$ cat config.mk
export PLATFORM = sky130hd
export DESIGN_NAME = vec_irq_arbiter
export DESIGN_NICKNAME = d
export VERILOG_FILES = /design/src/rtl/virq_pkg.sv /design/src/rtl/virq_src_bank.sv /design/src/rtl/virq_prio_pick.sv /design/src/rtl/vec_irq_arbiter.sv
export SDC_FILE = /design/constraint.sdc
export NUM_CORES = 1
export LEC_CHECK = 0
export BUFFER_PORTS_ARGS = -buffer_cell sky130_fd_sc_hd__buf_2
export CAP_MARGIN = 20
export CORE_MARGIN = 2
export CORE_UTILIZATION = 36
export CTS_CLUSTER_DIAMETER = 200
export DETAILED_ROUTE_END_ITERATION = 10
export PLACE_DENSITY_LB_ADDON = 0.15
export SLEW_MARGIN = 20
export SYNTH_ARGS = -nofsm -noshare
export SYNTH_HDL_FRONTEND = slang
export SYNTH_HIERARCHICAL = 1
export SYNTH_SLANG_ARGS = --single-unit
$ cat constraint.sdc
create_clock -name clk -period 6.85 [get_ports clk]
set_input_delay 1.0275 -clock clk [delete_from_list [all_inputs] [get_ports clk]]
set_output_delay 1.0275 -clock clk [all_outputs]
set_load 0.1 [all_outputs]
$ cat src/rtl/virq_pkg.sv
package virq_pkg;
    // Bit positions inside each source control word
    localparam int VEC_W      = 8;
    localparam int PEND_BIT   = 8;
    localparam int EXT_EN_BIT = 9;
    localparam int INT_EN_BIT = 10;
    localparam int FORCE_BIT  = 11;
endpackage

$ cat src/rtl/virq_src_bank.sv
module virq_src_bank
    import virq_pkg::*;
#(
    parameter int NUM_SRC = 19,
    parameter int REG_W   = 16,
    parameter int IDX_W   = $clog2(NUM_SRC)
) (
    input  logic                     clk,
    input  logic                     rst_n,
    input  logic [NUM_SRC-1:0]       src_req,
    input  logic                     wr_en,
    input  logic [IDX_W-1:0]         wr_idx,
    input  logic [REG_W-1:0]         wr_data,
    input  logic                     clr_en,
    input  logic [IDX_W-1:0]         clr_idx,
    output logic [NUM_SRC*REG_W-1:0] regs_flat,
    output logic [NUM_SRC-1:0]       pend_next,
    output logic [NUM_SRC-1:0]       fall_o
);

    typedef struct packed {
        logic [REG_W-1:0] ctl;
        logic             req;
    } slot_t;

    for (genvar g = 0; g < NUM_SRC; g++) begin : g_slot
        slot_t slot_d, slot_q;
        logic  rise, fall, enabled;

        assign rise    = src_req[g] & ~slot_q.req;
        assign fall    = ~src_req[g] & slot_q.req;
        assign enabled = slot_q.ctl[EXT_EN_BIT] | slot_q.ctl[INT_EN_BIT];

        always_comb begin
            slot_d     = slot_q;
            slot_d.req = src_req[g];
            // software write; a pending bit in the data becomes forced
            if (wr_en && (wr_idx == IDX_W'(g))) begin
                slot_d.ctl = wr_data;
                if (wr_data[PEND_BIT]) begin
                    slot_d.ctl[FORCE_BIT] = 1'b1;
                    slot_d.ctl[PEND_BIT]  = 1'b0;
                end
            end
            // acknowledge of the served source
            if (clr_en && (clr_idx == IDX_W'(g)))
                slot_d.ctl[PEND_BIT] = 1'b0;
            // request edges
            if (rise && enabled)
                slot_d.ctl[PEND_BIT] = 1'b1;
            if (fall)
                slot_d.ctl[PEND_BIT] = 1'b0;
        end

        always_ff @(posedge clk) begin
            if (!rst_n) slot_q <= '0;
            else        slot_q <= slot_d;
        end

        assign regs_flat[g*REG_W +: REG_W] = slot_q.ctl;
        assign pend_next[g]                = slot_d.ctl[PEND_BIT];
        assign fall_o[g]                   = fall;
    end

endmodule

$ cat src/rtl/virq_prio_pick.sv
module virq_prio_pick #(
    parameter int NUM_SRC = 19,
    parameter int IDX_W   = $clog2(NUM_SRC)
) (
    input  logic [NUM_SRC-1:0] pend,
    output logic               found,
    output logic [IDX_W-1:0]   idx
);

    // lowest index wins: scan downward so the last hit is the smallest
    always_comb begin
        idx = '0;
        for (int i = NUM_SRC - 1; i >= 0; i--) begin
            if (pend[i]) idx = IDX_W'(i);
        end
    end

    assign found = |pend;

endmodule

$ cat src/rtl/vec_irq_arbiter.sv
module vec_irq_arbiter
    import virq_pkg::*;
#(
    parameter  int NUM_SRC = 19,
    parameter  int REG_W   = 16,
    localparam int IDX_W   = $clog2(NUM_SRC)
) (
    input  logic               clk,
    input  logic               rst_n,
    input  logic [NUM_SRC-1:0] src_req,
    input  logic               wr_en,
    input  logic [IDX_W-1:0]   wr_idx,
    input  logic [REG_W-1:0]   wr_data,
    input  logic [IDX_W-1:0]   rd_idx,
    output logic [REG_W-1:0]   rd_data,
    input  logic               ack_irq,
    input  logic               nmi_set,
    input  logic               ack_nmi,
    output logic               irq_out,
    output logic               nmi_out,
    output logic [VEC_W-1:0]   vec_out,
    output logic               ack_valid,
    output logic [VEC_W-1:0]   ack_data
);

    typedef struct packed {
        logic             active;
        logic [IDX_W-1:0] cur;
        logic             nmi;
        logic             ack_v;
        logic [VEC_W-1:0] ack_d;
    } ctl_t;

    ctl_t ctl_d, ctl_q;

    logic [NUM_SRC*REG_W-1:0] regs_flat;
    logic [REG_W-1:0]         regs_a [NUM_SRC];
    logic [NUM_SRC-1:0]       pend_next, fall_v;
    logic                     pick_found;
    logic [IDX_W-1:0]         pick_idx;
    logic [IDX_W-1:0]         cur_idx;
    logic [VEC_W-1:0]         cur_vec;
    logic                     clr_en, release_cur, busy;

    for (genvar g = 0; g < NUM_SRC; g++) begin : g_view
        assign regs_a[g] = regs_flat[g*REG_W +: REG_W];
    end

    assign cur_idx = ctl_q.cur;
    assign cur_vec = regs_a[cur_idx][VEC_W-1:0];
    assign clr_en  = ack_irq & ctl_q.active;

    virq_src_bank #(
        .NUM_SRC (NUM_SRC),
        .REG_W   (REG_W),
        .IDX_W   (IDX_W)
    ) u_bank (
        .clk       (clk),
        .rst_n     (rst_n),
        .src_req   (src_req),
        .wr_en     (wr_en),
        .wr_idx    (wr_idx),
        .wr_data   (wr_data),
        .clr_en    (clr_en),
        .clr_idx   (cur_idx),
        .regs_flat (regs_flat),
        .pend_next (pend_next),
        .fall_o    (fall_v)
    );

    virq_prio_pick #(
        .NUM_SRC (NUM_SRC),
        .IDX_W   (IDX_W)
    ) u_pick (
        .pend  (pend_next),
        .found (pick_found),
        .idx   (pick_idx)
    );

    assign release_cur = clr_en | (ctl_q.active & fall_v[cur_idx]);
    assign busy        = ctl_q.active & ~release_cur;

    always_comb begin
        ctl_d       = ctl_q;
        ctl_d.ack_v = 1'b0;
        if (nmi_set) ctl_d.nmi = 1'b1;
        if (ack_nmi) begin
            ctl_d.nmi   = 1'b0;
            ctl_d.ack_v = 1'b1;
            ctl_d.ack_d = '0;
        end
        if (ack_irq) begin
            ctl_d.ack_v = 1'b1;
            ctl_d.ack_d = cur_vec;
        end
        if (!busy) begin
            ctl_d.active = pick_found;
            if (pick_found) ctl_d.cur = pick_idx;
        end
    end

    always_ff @(posedge clk) begin
        if (!rst_n) ctl_q <= '0;
        else        ctl_q <= ctl_d;
    end

    assign irq_out   = ctl_q.active;
    assign nmi_out   = ctl_q.nmi;
    assign vec_out   = cur_vec;
    assign ack_valid = ctl_q.ack_v;
    assign ack_data  = ctl_q.ack_d;
    assign rd_data   = (rd_idx < IDX_W'(NUM_SRC)) ? regs_a[rd_idx] : '0;

endmodule

After elaboration in Yosys (flattened, before gate mapping)
Cells that the tools add are included.
{"block": "totals", "ff_bits": 339, "wordCells": 376}
{"block": "op_classes", "magnitude_cmp": 4, "n_eq_ne": 36, "n_mux": 107, "bitwise": 104, "n_reduce_logical": 63}
{"cell": "$mux 9", "n": 21}
{"cell": "$bmux 16 s5", "n": 2}
{"cell": "$mux 5", "n": 19}
{"cell": "$eq 5x4->1 const B", "n": 16}
{"cell": "$mux 1", "n": 59}
{"cell": "$logic_and 1x1->1", "n": 57}
{"cell": "$mux 16", "n": 3}
{"cell": "$and 1x1->1", "n": 41}
{"cell": "$not 1->1", "n": 41}
{"cell": "$eq 5x3->1 const B", "n": 8}
{"cell": "$eq 5x5->1 const B", "n": 6}
{"cell": "$eq 5x2->1 const B", "n": 4}
{"cell": "$or 1x1->1", "n": 20}
{"cell": "$reduce_or 19->1", "n": 1}
{"cell": "$mux 8", "n": 2}
{"cell": "$ge 6x6->1 const B", "n": 2}
{"cell": "$not 5->6", "n": 2}
{"cell": "$eq 5x1->1 const B", "n": 2}
{"cell": "$logic_not 5->1", "n": 2}
{"cell": "$lt 5x6->1 const B", "n": 1}
{"cell": "$bmux 1 s5", "n": 1}
{"cell": "$lt 5x5->1 const B", "n": 1}
{"cell": "$reduce_and 2->1", "n": 1}
{"cell": "$reduce_bool 2->1", "n": 1}
{"cell": "$reduce_or 2->1", "n": 1}

Longest topological paths before layout
Gate-level depths: netlist (run 1).
{"block": "depth", "word_depth": 25, "ltp_mapped": 15}

Cells and area by module
The synthesis (run 1) kept the hierarchy.
{"mod": "virq_src_bank", "instances": 1, "cells_each": 1908, "area_each_um2": 15363.5, "seq_area_each_um2": 6466.2}
{"mod": "vec_irq_arbiter", "instances": 1, "cells_each": 414, "area_each_um2": 4521.8, "seq_area_each_um2": 320.3}
{"mod": "virq_prio_pick", "instances": 1, "cells_each": 38, "area_each_um2": 216.5, "seq_area_each_um2": 0.0}

Worst setup path before layout (run 1)
Ideal clock, no wire load.
{"block": "synth_timing", "kind": "input to output", "from": "input port rd_idx[1]", "to": "output port rd_data[13]", "arrival_time_ps": 3491, "t_required_ps": 5822, "path_slack_ps": 2331, "stages": 6, "path_cell_list": "buf_2 -> clkbuf_1 -> mux4_2 -> mux4_2 -> clkinv_1 -> o22ai_1"}
{"block": "synth_between", "elab_chain_cells": 5, "word_cells_on_any_way": 6, "classes_between": "order compare (1); mux (4); bitwise (1)"}
{"item": "start: declaration", "line_no": "vec_irq_arbiter.sv:14", "source": "input logic [IDX_W-1:0] rd_idx,"}
{"item": "$not 5->6 (implied by the code)", "line_no": "vec_irq_arbiter.sv:112", "source": "assign rd_data = (rd_idx < IDX_W'(NUM_SRC)) ? regs_a[rd_idx] : '0;"}
{"item": "$bmux 16 s5", "line_no": "vec_irq_arbiter.sv:112"}
{"item": "$mux 16 (implied by the code) (2 in series)", "line_no": "vec_irq_arbiter.sv:112"}
{"item": "$mux 16 *", "line_no": "vec_irq_arbiter.sv:112"}
{"item": "end: declaration", "line_no": "vec_irq_arbiter.sv:15", "source": "output logic [REG_W-1:0] rd_data,"}
Mark *: on every way between the ends. The rest lies on a longest branch, timed or not. The select of a mux whose other input is x is not followed.

Final worst setup path (run 1)
{"block": "layout_timing", "from": "input port rd_idx[0]", "to": "output port rd_data[10]"}
The elaborated chain is that of the path after synthesis.

==> results of run 1 <==
==> layout make-up <==
class,instances,area [µm²]
antenna,2,5.00
fill,5591,35700
inverter,53,206
clock buffer,56,1150
sequential,339,6790
clock inverter,16,136
multi-input combinational,1398,9650
timing repair buffer,116,676
tap,748,936
==> cell families after synthesis <==
logic type	after synthesis	share of synthesized area, %
mux	172	14.7
compound gates	759	20.8
flops	339	33.8
simple gates	467	12.0
buf+inv	623	18.7
==> through the flow <==
| stage | total power, µW | util, % | setup WS (ns) | cell area, µm² | hold WS (ns) |
|---|---|---|---|---|---|
| CTS | 4640 | 35.4 | 1.96 | 19500 | 0.471 |
| finish | 4600 | 35.4 | 2.01 | 19500 | 0.468 |
| global route | 4740 | 35.4 | 1.85 | 19500 | 0.482 |
| floorplan | 2370 | - | 2.33 | 20100 | 0.455 |
| global placement | 2500 | 33.1 | 1.98 | 18300 | 0.450 |
| detailed placement | 2500 | 33.1 | 1.96 | 18300 | 0.455 |
==> how the worst max path moves through the flow <==
| stage | startpoint | end | slack (ns) |
|---|---|---|---|
| floorplan | rd_idx[1] | rd_data[13] | 2.33 |
| finish | rd_idx[0] | rd_data[10] | 2.01 |
| global placement | rd_idx[0] | rd_data[9] | 1.98 |
| global route | rd_idx[0] | rd_data[10] | 1.85 |
| CTS | rd_idx[0] | rd_data[10] | 1.96 |
| detailed placement | rd_idx[0] | rd_data[10] | 1.96 |
==> sequential cells by signal, indices dropped and copies added, names as in the netlist <==
register	cells
ack_data	8
u_bank/g_slot.slot_q	19
nmi_out	1
cur_idx	5
u_bank/regs_flat	304
ack_valid	1
irq_out	1
==> report_power, final <==
group          total [µW]  leakage, µW  switching (µW)  internal (µW)
sequential           2010      0.00274            18.7           1990
clock                2140     0.000637             920           1220
combinational         449      0.00281             341            108
==> layer usage <==
| metal | vias to the layer above | global-route usage, % | wire length [µm] |
|---|---|---|---|
| met5 | - | 0 | 0 |
| met4 | 0 | 6.32 | 1480 |
| met3 | 91 | 3.74 | 5560 |
| met2 | 753 | 38.6 | 32500 |
| met1 | 8208 | 33.2 | 30900 |
| li1 | 7353 | - | - |
==> worst max-delay path, stage by stage <==
cell and delay (ns):
buf_4 0.53, buf_4 0.55, mux4_2 0.57, mux4_2 0.52
clkinv_1 0.08, o22ai_1 0.11, buf_2 0.36
==> cells in the mapped netlist (all sizes together), types with 20 or more instances <==
cell	number
mux2i	71
o21ai	306
inv	37
and2	22
nor2	64
mux4	97
clkbuf	142
o22ai	32
dfxtp	339
nand2b	20
a21oi	316
buf	428
nand3	279
nand2	27
==> cells in the final DEF, fill, tap and decap left out, types with 10 or more instances in the layout <==
cell and instances:
nor2_1 62, a21oi_1 316, and2_1 21, dfxtp_1 337
o221ai_1 12, clkinv_1 16, o21ai_0 287, nor2b_1 15
nand2_1 25, nand3_1 279, buf_4 32, mux4_2 95
inv_1 36, o211ai_1 19, mux2i_1 71, clkbuf_16 41
clkinv_2 10, o22ai_1 32, a211oi_1 14, buf_2 83
o21ai_1 19, nand2b_1 18
==> impl_results.md, run 1 <==
- Status: finished, final reports clean
- Total core area: ~55000 µm²
- Reg2reg setup slack: roughly 2.5 ns
- CTS sink count: ~340
- Number of synthesized flops with an enable pin: 0
- Hold_sp: ack_data[1]
- Slew HR: about a quarter
- Fin crit period: 4.84 ns
- Starting Density: around 36%
- RSZ-0062 raised after global routing: false
- Fmax: between 0.2 and 0.25 GHz
- Part of the Yosys area used for sequential elements: 33.8%
- TritonCTS clock tree: built
- Nature of the critical path endpoint: output pin
- Yosys top cell by area: dfxtp_1
- R2R depth: 10
- Worst hold stages: 1
- Mapped cell area: about 20000 µm²
- Die Height: 240 µm
- DRT Wirelength: 70.5 mm
- GRT Residual Overflow: 0
- # DRC: 0
- Final RePlAce weighted congestion: 0.911
- Clk_skew: 0.0157 ns
- PostCTS Resize Cnt: 0
- Pin count of the biggest net entering global routing: 172
- Top-area cell type share of the netlist area: 33.8%
- Clock Path Buffers: 3
- Clk slew on worst S/H paths: 0.06 ns
- Die area: roughly 58000 µm²
- Post-Synthesis Cells: 2360
- I/O Buffers: 85
- Layout cell share with drive strength beyond 1: 15.7%
- Pwr per Cell Area: 235 nW/µm²
- Seq cells post-synth: 339
- CP Class: in2out
- Total track usage: 23.9%
- Worst IR Drop VDD: 0.000165 V
- Htree depth: 2
- Least-Margin Pin Slew: 1.11 ns
- Root Buffer: clkbuf_16
- Crit path max fanout: 32
- CP required: ~5.8 ns
- TritonRoute pass-1 iters: 5
- Initial DRC Count: roughly 1700
- CTS Hold Bufs: 0
- Pleak: 0.00619 µW
- Syn_area_per_cell: 8.52 µm²
- Distinct cells, synth: 61
- Number of global-route vias before repair: 15400
- Setup repair bufs after CTS: 0
- Maxcap violations: 0
- Cells taking the most area after synthesis: dfxtp_1, buf_4, mux4_2
- Fin nets: 2000
- Ys Warns: 6
- Cell Rows: 86
- WL/cell: 25.8 µm
- Ys async rst share: 0%
- Setup TNS: 0 ns
- Area grow syn2layout: -2.75%
- Placed cells: 2654
- Slew Viols, Final: 0
- Number of CTS-inserted buffers: 41
- Origin of the critical flop-to-flop path: cur_idx[0]
- Crit path DAT: 3.81 ns
- Worst r2r dst: cur_idx[1]
- Antenna violations before repair: 2
- Vias per cell: 6.01
- Post-synthesis net count: 2411
- Global-route wire length before repair: 104 mm
- Hold Path Class: reg2reg
- Critical path startpoint category: primary input
- Via Count: between 15000 and 20000
- Hold Path End: ack_data[1]
- Die Width: 240 µm
- Top_reg_cell synth: dfxtp_1
- Clock latency on the worst-skew pair: 0.58 ns
- Final Hold Fails: 0
- Non-filler cells, final: 2728
- IO Count: 86
- Post-DRT Antenna Nets: 0
- Setup violations, final: 0
- Period utilization: between 70% and 80%
- DP Wirelength: 40.8 mm
Power figures use the tool's default switching activity.
==> inputs of run 2 (changes only) <==
Clock period 6.85 ns to 4.7 ns, I/O delays scaled along.
==> run 2 against run 1 <==
Wire length is 2.3% lower; register-to-register slack lost 1.7 ns; non-clock buffer count increased by 14; combinational power up 49%; sequential power is 46% higher; global-route usage decreased by 0.48 points; critical endpoint is now vec_out[2]; largest cell class unchanged; largest power group unchanged.
==> impl_results.md, run 2 (synthesis results as in run 1) <==
- Slew HR: 27.3%
- CP max-delay cell: buf_4
- Nature of the critical path endpoint: output pin
- Slew Viols, Final: 0
- Fmax: 0.247 GHz
- Fin crit period: a little over 4 ns
- Pleak: 0.00630 µW
- R2R depth: 10
- Commonest non-fill, non-tap cells in the layout: dfxtp_1, a21oi_1, o21ai_0
- GRT Residual Overflow: 0
- Layout cell share with drive strength beyond 1: roughly 16%
- Global-route wire length before repair: 102 mm
- Die area: 57700 µm²
- TritonCTS clock tree: built
- Worst hold stages: 3
- Power, Total: 6810 µW
- RSZ-0062 raised after global routing: false
- Die Width: 240 µm
- Hold Path Class: in2reg
- Via Count: 16500
- Fin nets: 2013
- Starting Density: between 30% and 40%
- Setup TNS: 0 ns
- Worst IR Drop VDD: about 0.00026 V
- Clk slew on worst S/H paths: around 0.060 ns
- Status: finished, final reports clean
- Htree depth: 2
- Pin count of the biggest net entering global routing: 165
- CP Class: reg2out
- CP required: 3.99 ns
- Slowest Stage Delay on Critical Path: 0.61 ns
- CTS sink count: 339
- CTS Hold Bufs: 0
- Crit-path cells: buf_4, nor2_1, buf_4, a22oi_1, nand3_1, o221ai_1, buf_2
- PostCTS Resize Cnt: 0
- Vias per cell: between 6 and 7
- Number of CTS-inserted buffers: 40
- Number of global-route vias before repair: 15200
- # DRC: 0
- Clk_skew: 0.0220 ns
- Die Height: 240 µm
- Initial DRC Count: roughly 1900
- DRT Wirelength: 68.9 mm
- Post-DRT Antenna Nets: 0
- WL/cell: 25.1 µm
- Period utilization: 86.3%
- Commonest non-fill, non-tap cell in the layout: dfxtp_1
- Clock latency on the worst-skew pair: 0.58 ns
- IO Count: between 80 and 90
- Total track usage: 23.4%
- Crit path max fanout: 34
- TritonRoute pass-1 iters: 6
- Total core area: 55200 µm²
- Root Buffer: clkbuf_16
- Pwr per Cell Area: between 300 and 400 nW/µm²
- I/O Buffers: 85
- Maxcap violations: 0
- Antenna violations before repair: 9
- Crit path DAT: 3.35 ns
- Setup violations, final: 0
- Critical path startpoint category: flip-flop
- Final Hold Slack: 0.337 ns
- DP Wirelength: 39.9 mm
- Cell Rows: 86
- Max reg flops: 304
- Setup repair bufs after CTS: 0
- Area grow syn2layout: -1.71%
- Least-Margin Pin Slew: between 1 and 1.5 ns
- Clock Path Buffers: 3
- Final RePlAce weighted congestion: about 0.88
- Final Hold Fails: 0
- Most frequent CP cell: buf_4
==> run 2: per-layer routing <==
metal  up-vias  share of wire [%]  GRT usage (%)
met5         -              0.035              0
met4         4                1.9           6.21
met3        90                8.2           3.81
met2       724                 45           36.3
met1      8299                 45           33.7
li1       7402                  -              -
==> run 2: path summary, 6_finish.rpt <==
check	start	endpoint	slack, ns
setup / recovery	cur_idx[1]	vec_out[2]	0.65
hold / removal	nmi_set	nmi_out	0.34
setup reg to reg	cur_idx[4]	cur_idx[3]	0.84
hold reg to reg	nmi_out	nmi_out	0.46
==> run 2: per-stage QoR <==
stage | setup slack (ns) | instances | area [µm²] | utilization, %
after global placement | 0.282 | 2668 | 18400 | 33.3
after floorplan | 0.676 | 2360 | 20100 | -
final | 0.645 | 2746 | 19800 | 35.8
after global routing | 0.500 | 2744 | 19800 | 35.8
after detailed placement | 0.243 | 2668 | 18400 | 33.3
after CTS | 0.648 | 2740 | 19700 | 35.8
==> run 2: report_power, final <==
group          internal, µW  leakage (µW)  switching, µW
combinational           167       0.00289            500
sequential             2910       0.00274           21.9
clock                  1900      0.000667           1310
==> run 2: area by class of cell <==
class | count | area (µm²)
tap | 748 | 936
fill | 5643 | 35400
sequential | 339 | 6790
antenna | 6 | 15.0
clock inverter | 10 | 119
clock buffer | 62 | 1220
timing repair buffer | 130 | 831
multi-input combinational | 1398 | 9640
inverter | 53 | 206
==> run 2: critical path, delay by kind of cell, from the launching register on <==
kind / cells / cell delay [ns]
compound gates: 2 / 0.41
simple gates: 2 / 0.40
buf+inv: 3 / 1.42
flops: 1 / 0.51
